[config.mk]
export PLATFORM = sky130hd
export DESIGN_NAME = pkt_datapath
export DESIGN_NICKNAME = d
export VERILOG_FILES = /design/src/rtl/pdp_pkg.sv /design/src/rtl/pdp_fwd.sv /design/src/rtl/pdp_flags.sv /design/src/rtl/pdp_parity.sv /design/src/rtl/pkt_datapath.sv
export SDC_FILE = /design/constraint.sdc
export NUM_CORES = 1
export LEC_CHECK = 0
export BUFFER_PORTS_ARGS = -buffer_cell sky130_fd_sc_hd__buf_2
export CAP_MARGIN = 20
export CELL_PAD_IN_SITES_DETAIL_PLACEMENT = 0
export CELL_PAD_IN_SITES_GLOBAL_PLACEMENT = 1
export CORE_MARGIN = 2
export CORE_UTILIZATION = 31
export CTS_BUF_LIST = sky130_fd_sc_hd__clkbuf_4
export DETAILED_ROUTE_END_ITERATION = 16
export PLACE_DENSITY = 0.6
export SYNTH_ARGS = -nofsm -noshare
export SYNTH_HDL_FRONTEND = slang
export SYNTH_SLANG_ARGS = --single-unit
export TNS_END_PERCENT = 1
[constraint.sdc]
create_clock -name clk -period 2.4 [get_ports clk]
set_input_delay 0.48 -clock clk [delete_from_list [all_inputs] [get_ports clk]]
set_output_delay 0.48 -clock clk [all_outputs]
set_load 0.005 [all_outputs]
[src/rtl/pdp_pkg.sv]
package pdp_pkg;

    // Source selection for the byte driven towards the FIFO write bus.
    typedef enum logic [1:0] {
        SEL_KEEP  = 2'd0,
        SEL_HDR   = 2'd1,
        SEL_LIVE  = 2'd2,
        SEL_STASH = 2'd3
    } out_sel_t;

    // Priority: header strobe, then live payload, then replay of held byte.
    function automatic out_sel_t pick_src(input logic hdr, input logic load,
                                          input logic full, input logic replay);
        if (hdr)               return SEL_HDR;
        else if (load && !full) return SEL_LIVE;
        else if (replay)        return SEL_STASH;
        else                    return SEL_KEEP;
    endfunction

endpackage

[src/rtl/pdp_fwd.sv]
module pdp_fwd #(
    parameter int W = 8
) (
    input  logic         clk,
    input  logic         rst_n,
    input  logic         st_decode,
    input  logic         st_hdr,
    input  logic         st_load,
    input  logic         st_replay,
    input  logic         in_valid,
    input  logic         fifo_full,
    input  logic [W-1:0] in_byte,
    output logic [W-1:0] out_byte,
    output logic [W-1:0] hdr_byte
);
    import pdp_pkg::*;

    typedef struct packed {
        logic [W-1:0] hdr;
        logic [W-1:0] stash;
        logic [W-1:0] dout;
    } fwd_t;

    fwd_t     st_d, st_q;
    out_sel_t sel;

    always_comb begin
        st_d = st_q;
        sel  = pick_src(st_hdr, st_load, fifo_full, st_replay);
        if (st_decode && in_valid)
            st_d.hdr = in_byte;
        if (st_load && fifo_full)
            st_d.stash = in_byte;
        case (sel)
            SEL_HDR:   st_d.dout = st_q.hdr;
            SEL_LIVE:  st_d.dout = in_byte;
            SEL_STASH: st_d.dout = st_q.stash;
            default:   st_d.dout = st_q.dout;
        endcase
    end

    always_ff @(posedge clk or negedge rst_n) begin
        if (!rst_n) st_q <= '0;
        else        st_q <= st_d;
    end

    assign out_byte = st_q.dout;
    assign hdr_byte = st_q.hdr;
endmodule

[src/rtl/pdp_flags.sv]
module pdp_flags (
    input  logic clk,
    input  logic rst_n,
    input  logic st_decode,
    input  logic st_load,
    input  logic st_replay,
    input  logic clr_low,
    input  logic in_valid,
    input  logic fifo_full,
    output logic par_done,
    output logic low_valid
);
    typedef struct packed {
        logic done;
        logic low;
    } flg_t;

    flg_t st_d, st_q;

    always_comb begin
        st_d = st_q;
        if (st_decode)
            st_d.done = 1'b0;
        else if ((st_load && !fifo_full && !in_valid) ||
                 (st_replay && st_q.low && !st_q.done))
            st_d.done = 1'b1;

        if (clr_low)
            st_d.low = 1'b0;
        else if (st_load && !in_valid)
            st_d.low = 1'b1;
    end

    always_ff @(posedge clk or negedge rst_n) begin
        if (!rst_n) st_q <= '0;
        else        st_q <= st_d;
    end

    assign par_done  = st_q.done;
    assign low_valid = st_q.low;
endmodule

[src/rtl/pdp_parity.sv]
module pdp_parity #(
    parameter int W = 8
) (
    input  logic         clk,
    input  logic         rst_n,
    input  logic         st_decode,
    input  logic         st_hdr,
    input  logic         st_load,
    input  logic         st_stall,
    input  logic         in_valid,
    input  logic [W-1:0] in_byte,
    input  logic [W-1:0] hdr_byte,
    input  logic         par_done,
    output logic [W-1:0] ipar,
    output logic [W-1:0] ppar,
    output logic         par_err
);
    typedef struct packed {
        logic [W-1:0] ipar;
        logic [W-1:0] ppar;
        logic         done_dly;
        logic         err;
    } par_t;

    par_t st_d, st_q;

    always_comb begin
        st_d          = st_q;
        st_d.done_dly = par_done;
        if (st_decode)
            st_d.ipar = '0;
        else if (!st_stall) begin
            if (st_hdr)
                st_d.ipar = st_q.ipar ^ hdr_byte;
            else if (st_load && in_valid)
                st_d.ipar = st_q.ipar ^ in_byte;
        end
        if (st_load && !in_valid)
            st_d.ppar = in_byte;
        if (par_done && !st_q.done_dly)
            st_d.err = (st_q.ipar != st_q.ppar);
    end

    always_ff @(posedge clk or negedge rst_n) begin
        if (!rst_n) st_q <= '0;
        else        st_q <= st_d;
    end

    assign ipar    = st_q.ipar;
    assign ppar    = st_q.ppar;
    assign par_err = st_q.err;
endmodule

[src/rtl/pkt_datapath.sv]
module pkt_datapath #(
    parameter int W = 8
) (
    input  logic         clk,
    input  logic         rst_n,
    input  logic         in_valid,
    input  logic [W-1:0] in_byte,
    input  logic         fifo_full,
    input  logic         st_decode,
    input  logic         st_hdr,
    input  logic         st_load,
    input  logic         st_stall,
    input  logic         st_replay,
    input  logic         clr_low,
    output logic [W-1:0] out_byte,
    output logic         par_done,
    output logic         low_valid,
    output logic         par_err
);
    logic [W-1:0] hdr_w;
    logic [W-1:0] ipar_w;
    logic [W-1:0] ppar_w;

    pdp_fwd #(.W(W)) u_fwd (
        .clk(clk), .rst_n(rst_n),
        .st_decode(st_decode), .st_hdr(st_hdr), .st_load(st_load),
        .st_replay(st_replay), .in_valid(in_valid), .fifo_full(fifo_full),
        .in_byte(in_byte), .out_byte(out_byte), .hdr_byte(hdr_w)
    );

    pdp_flags u_flags (
        .clk(clk), .rst_n(rst_n),
        .st_decode(st_decode), .st_load(st_load), .st_replay(st_replay),
        .clr_low(clr_low), .in_valid(in_valid), .fifo_full(fifo_full),
        .par_done(par_done), .low_valid(low_valid)
    );

    pdp_parity #(.W(W)) u_par (
        .clk(clk), .rst_n(rst_n),
        .st_decode(st_decode), .st_hdr(st_hdr), .st_load(st_load),
        .st_stall(st_stall), .in_valid(in_valid), .in_byte(in_byte),
        .hdr_byte(hdr_w), .par_done(par_done),
        .ipar(ipar_w), .ppar(ppar_w), .par_err(par_err)
    );
endmodule

---- Word level (Yosys, flattened, before mapping) ----
Cells that the tools add are included.
storage, ports and cells
  input bits .............................. 18
  flip-flop bits (word level) ............. 44
  output and inout bits ................... 11
  bits in latches ......................... 0
  memories kept ........................... 0
  bits in writable memories ............... 0
  ROM bits ................................ 0
  word-level logic and storage cells ...... 47
operators by class
  bitwise logic cells ..................... 2
  divide/modulo/power cells ............... 0
  add/subtract/negate cells ............... 0
  $lt $le $gt $ge ......................... 0
  reduce and logical (&&, ||, !) cells .... 19
  multiplexer cells ....................... 12
  shift operators ......................... 0
  eq/ne operators ......................... 5
  multipliers ............................. 0
operators by type and width
  operator              count
  $mux W8               4
  $pmux W8 S3           1
  $xor A8 B8 Y8         2
  $logic_and A1 B1 Y1   9
  $ne A8 B8 Y1          1
  $mux W2               3
  $reduce_bool A3 Y1    2
  $eq A2 B2 Y1 const B  2
  $logic_not A1 Y1      4
  $mux W1               4
  $reduce_bool A2 Y1    2
  $eq A2 B1 Y1 const B  1
  $ne A2 B2 Y1 const B  1
  $reduce_and A2 Y1     1
  $logic_or A1 B1 Y1    1

---- Depth between registers and ports, before layout ----
  depth in word-level cells ............... 6
  gate-level depth with buffers ........... 5
  mapped depth without buffers ............ 3

---- Cells and area by module ----
From an unflattened synthesis, not the netlist that was laid out.
second synthesis, totals
  cell total of the unflattened synthesis .. 207
  area total of the unflattened synthesis .. 2428.6 um^2
by module, submodules not included
  module      sequential area each (um^2)  instances  area an instance (um^2)  cells each
  pdp_fwd     600.6                        1          1287.5                   105
  pdp_parity  450.4                        1          1056.0                   94
  pdp_flags   50.0                         1          85.1                     8

---- Worst setup path after synthesis ----
No wires, ideal clock.
  path type ............................... input port to flip-flop
  from .................................... input st_hdr
  to ...................................... register u_par.st_q, in the netlist u_par.ipar[5]
  stages on the path ...................... 5
  setup slack ............................. 0.954 ns
  required time ........................... 2.323 ns
  library setup time ...................... 0.077 ns
  arrival time ............................ 1.369 ns
  buffers on the path ..................... 2
  cell sequence ........................... buf_6 > a21oi_2 > buf_6 > or4_1 > a21oi_1
between the ends
  word-level cells in the longest chain between the ends .. 3
  elaborated cells between the ends (all ways) .. 5
  those cells by class .................... 3 x mux; 2 x reduce/logical
RTL lines
  element               line                text
  start, declared       pkt_datapath.sv:10  input logic st_hdr,
  $mux W8               pdp_parity.sv:33    if (st_hdr)
  $mux W8               pdp_parity.sv:32    else if (!st_stall) begin
  $mux W8               pdp_parity.sv:30    if (st_decode)
  end signal, assigned  pdp_parity.sv:46    else st_q <= st_d;
  end, declared         pdp_parity.sv:25    par_t st_d, st_q;
Several ways; a longest one is shown, not always the timed one. The select of a mux whose other input is x is not followed.
A chain may end at the register's enable or synchronous reset.

---- Final worst setup path ----
  from .................................... input st_hdr
  to ...................................... register u_par.st_q, in the netlist u_par.ipar[1]
Same word-level chain as after synthesis.

==> summary.md <==
| Metric | Value |
|---|---|
| Area grow syn2layout | 9.84% |
| Worst r2r path cells | 3 |
| Crit path DAT | roughly 1.8 ns |
| N_diodes | 0 |
| PortBufs | 28 |
| Die area | 7530 sq um |
| Worst flop-to-flop path startpoint | u_par.ppar[4] |
| Setup CP Type | input pin to register |
| Worst-path clk slew | about 0.13 ns |
| Type of origin of the critical path | input pin |
| Via count | between 1k and 1.5k |
| Seq/Total Area, Yosys | 0.518 |
| Fin crit share | 0.622 |
| Final ANT Viol Nets | 0 |
| Worst path cell trace | buf_2 -> a21oi_2 -> or4_1 -> a21oi_1 |
| Final Max Slew Viols | 0 |
| Total of max-cap violations | 0 |
| Worst skew pair latency | 0.36 ns |
| CTS sink cnt | 44 |
| Placed cell areas | 2260 sq um |
| P_sw | between 0.4 and 0.5 mW |
| GP Congestion | ~0.64 |
| Total Neg Setup Slack | 0 ns |
| Worst Tran Pin Value | ~0.63 ns |
| Largest net degree at the start of global routing | between 40 and 50 |
| Int Pwr | roughly 1.2 mW |
| Max VDD drop | roughly 0.25 mV |
| Layout cell share with drive strength beyond 1 | 0.358 |
| Initial core utilization | 0.316 |
| First-pass GRT wire length | between 6 and 7 mm |
| Final nets | between 200 and 250 |
| Final worst path period need | around 1.5 ns |
| Crit-path max FO | 25 |
| Chip height | just under 90 um |
| Slew HR | 0.582 |
| Number of gates resized after cts | 0 |
| Worst Path Required | 2.70 ns |
| Setup WS pre-CTS | around 0.5 ns |
| Initial antenna violation count | 0 |
| Avg Vias per Cell | between 4 and 5 |
| Yosys cell types | 20 |
| Root Driver | clkbuf_4 |
| Reg-to-reg endpoint | u_par.par_err |
| DRC violations left | 0 |
| Crit. End Element | register |
| HPWL after detailed placement | between 2 and 3 mm |
| H-tree levels | 2 |
| Synthesized instance count | around 170 |
| Vias in the first global route | between 1k and 1.5k |
| R2R setup slack | ~1.1 ns |
| Mapped Nets | 190 |
| # rows | 30 |
| # Post-CTS Setup Buffers | 0 |
| Post-synthesis cell area | 2120 sq um |
| Max Root-Sink Buffers | 2 |
| Sw Share | 0.265 |
| CTS buffer count | 5 |
| Fmax | roughly 670 MHz |
| Worst clock skew | 0.00862 ns |
| PnR worst setup slack | about 0.91 ns |
| CTS tree | done |
| Synth warnings | 0 |
| CTS Hold Bufs | 0 |
| Status | finished clean |
| Slowest-stage cell, CP | or4_1 |
| IO Count | 29 |
| Grt total ovfl | 0 |
| Die width | 86.8 um |
| GRT Total Usage | 0.116 |
| Finish-stage setup viols | 0 |
| LEAKAGE | about 1.1 nW |
| Power Density | between 600 and 700 nW/um^2 |
| Hold Crit Class | input pin to asynchronous set/reset pin |
| Average size of a mapped cell | 12.4 sq um |
| Core Region | 6720 sq um |
| Clock power frac | 0.279 |
| Seq cells post-synth | 44 |
| Reg power frac | 0.546 |
| DR WL/cell | ~15 um |
| Combinational share of power | 0.175 |
| Fin. Hold Viols | 0 |
| Max stage delay on crit path | around 0.52 ns |
| Post-route cell area | 2330 sq um |
| RSZ-0062 raised after global routing | false |
| Routed WL | 4.04 mm |
| Router iterations before antenna repair | 2 |
| Iter 0 DRT Violations | 57 |
-- metal layers --
| metal | track usage | up-vias | share of wire |
|---|---|---|---|
| met5 | 0 | - | 0 |
| met4 | 0.0469 | 0 | 0.019 |
| met3 | 0.0248 | 7 | 0.027 |
| met2 | 0.170 | 17 | 0.44 |
| met1 | 0.165 | 638 | 0.51 |
| li1 | - | 649 | - |
-- worst max-delay path by stage --
stage | depth (start not counted) | endpoint | startpoint
global placement | 4 | u_par.ipar[6] | st_hdr
global route | 4 | u_par.ipar[1] | st_hdr
finish | 4 | u_par.ipar[1] | st_hdr
CTS | 4 | u_par.ipar[1] | st_hdr
detailed placement | 4 | u_par.ipar[1] | st_hdr
floorplan | 5 | u_par.ipar[5] | st_hdr
-- synthesized netlist by cell type --
library cell	count	area, sq um
a21oi_1	9	45.0
a21oi_2	1	8.76
a31oi_1	1	6.26
buf_2	4	20.0
buf_4	8	60.1
buf_6	3	33.8
clkbuf_1	2	7.51
dfrtp_1	44	1100
mux2_2	32	360
mux2i_1	16	160
nand2_1	10	37.5
nand2b_1	1	6.26
nor2_1	4	15.0
nor2b_1	2	12.5
nor4_1	2	12.5
o21a_1	1	7.51
o21ai_0	8	40.0
o31ai_1	8	60.1
or4_1	8	60.1
xor2_1	8	70.1
-- placed cells by master (no fill, tap or decap), types with 4 or more instances in the layout --
cell type  synthesis  final
a21oi_1            9      9
buf_2              4     28
clkbuf_4           0      5
dfrtp_1           44     44
mux2_2            32     32
mux2i_1           16     16
nand2_1           10     10
nor2_1             4      4
o21ai_0            8      8
o31ai_1            8      8
or4_1              8      8
xor2_1             8      8
-- area by class of cell --
type,instances,area (sq um)
multi-input combinational,111,902
timing repair buffer,30,155
clock inverter,3,37.5
fill,668,4390
clock buffer,5,37.5
tap,80,100
sequential,44,1100
-- logic make-up (layout without fill, tap and decap cells) --
group | after synthesis | in the layout | share of synthesized area
simple gates | 27 | 27 | 0.0677
xor+xnor | 8 | 8 | 0.0330
flops | 44 | 44 | 0.518
compound gates | 28 | 28 | 0.0789
mux | 48 | 48 | 0.245
buf+inv | 17 | 38 | 0.0571
-- registers in the layout (all words and copies together), names as in the netlist --
name and count:
u_fwd.st_q 8, u_par.ppar 8, u_par.ipar 8, u_fwd.out_byte 8
u_flags.par_done 1, u_par.st_q 1, u_flags.low_valid 1, u_fwd.hdr_byte 8
u_par.par_err 1
-- power groups by stage --
stage                     Sequential, mW  Clock, mW  Combinational, mW
final                              0.892      0.455              0.285
after global routing               0.907      0.519              0.322
after CTS                          0.893      0.475              0.293
after detailed placement           0.908          0              0.291
after global placement             0.906          0              0.288
after floorplan                    0.894          0              0.229
-- stage by stage --
| stage | hold slack (ns) | util | instances | total power, mW |
|---|---|---|---|---|
| CTS | 0.191 | 0.347 | 273 | 1.66 |
| detailed placement | 0.433 | 0.336 | 265 | 1.20 |
| global route | 0.209 | 0.347 | 273 | 1.75 |
| floorplan | 0.184 | - | 172 | 1.12 |
| finish | 0.182 | 0.347 | 273 | 1.63 |
| global placement | 0.437 | 0.336 | 265 | 1.19 |
-- critical path: cells and delay by family --
family          cells  cell delay [ns]
compound gates      2             0.39
buf+inv             1             0.40
simple gates        1             0.52
(Power assumes the default switching activity.)
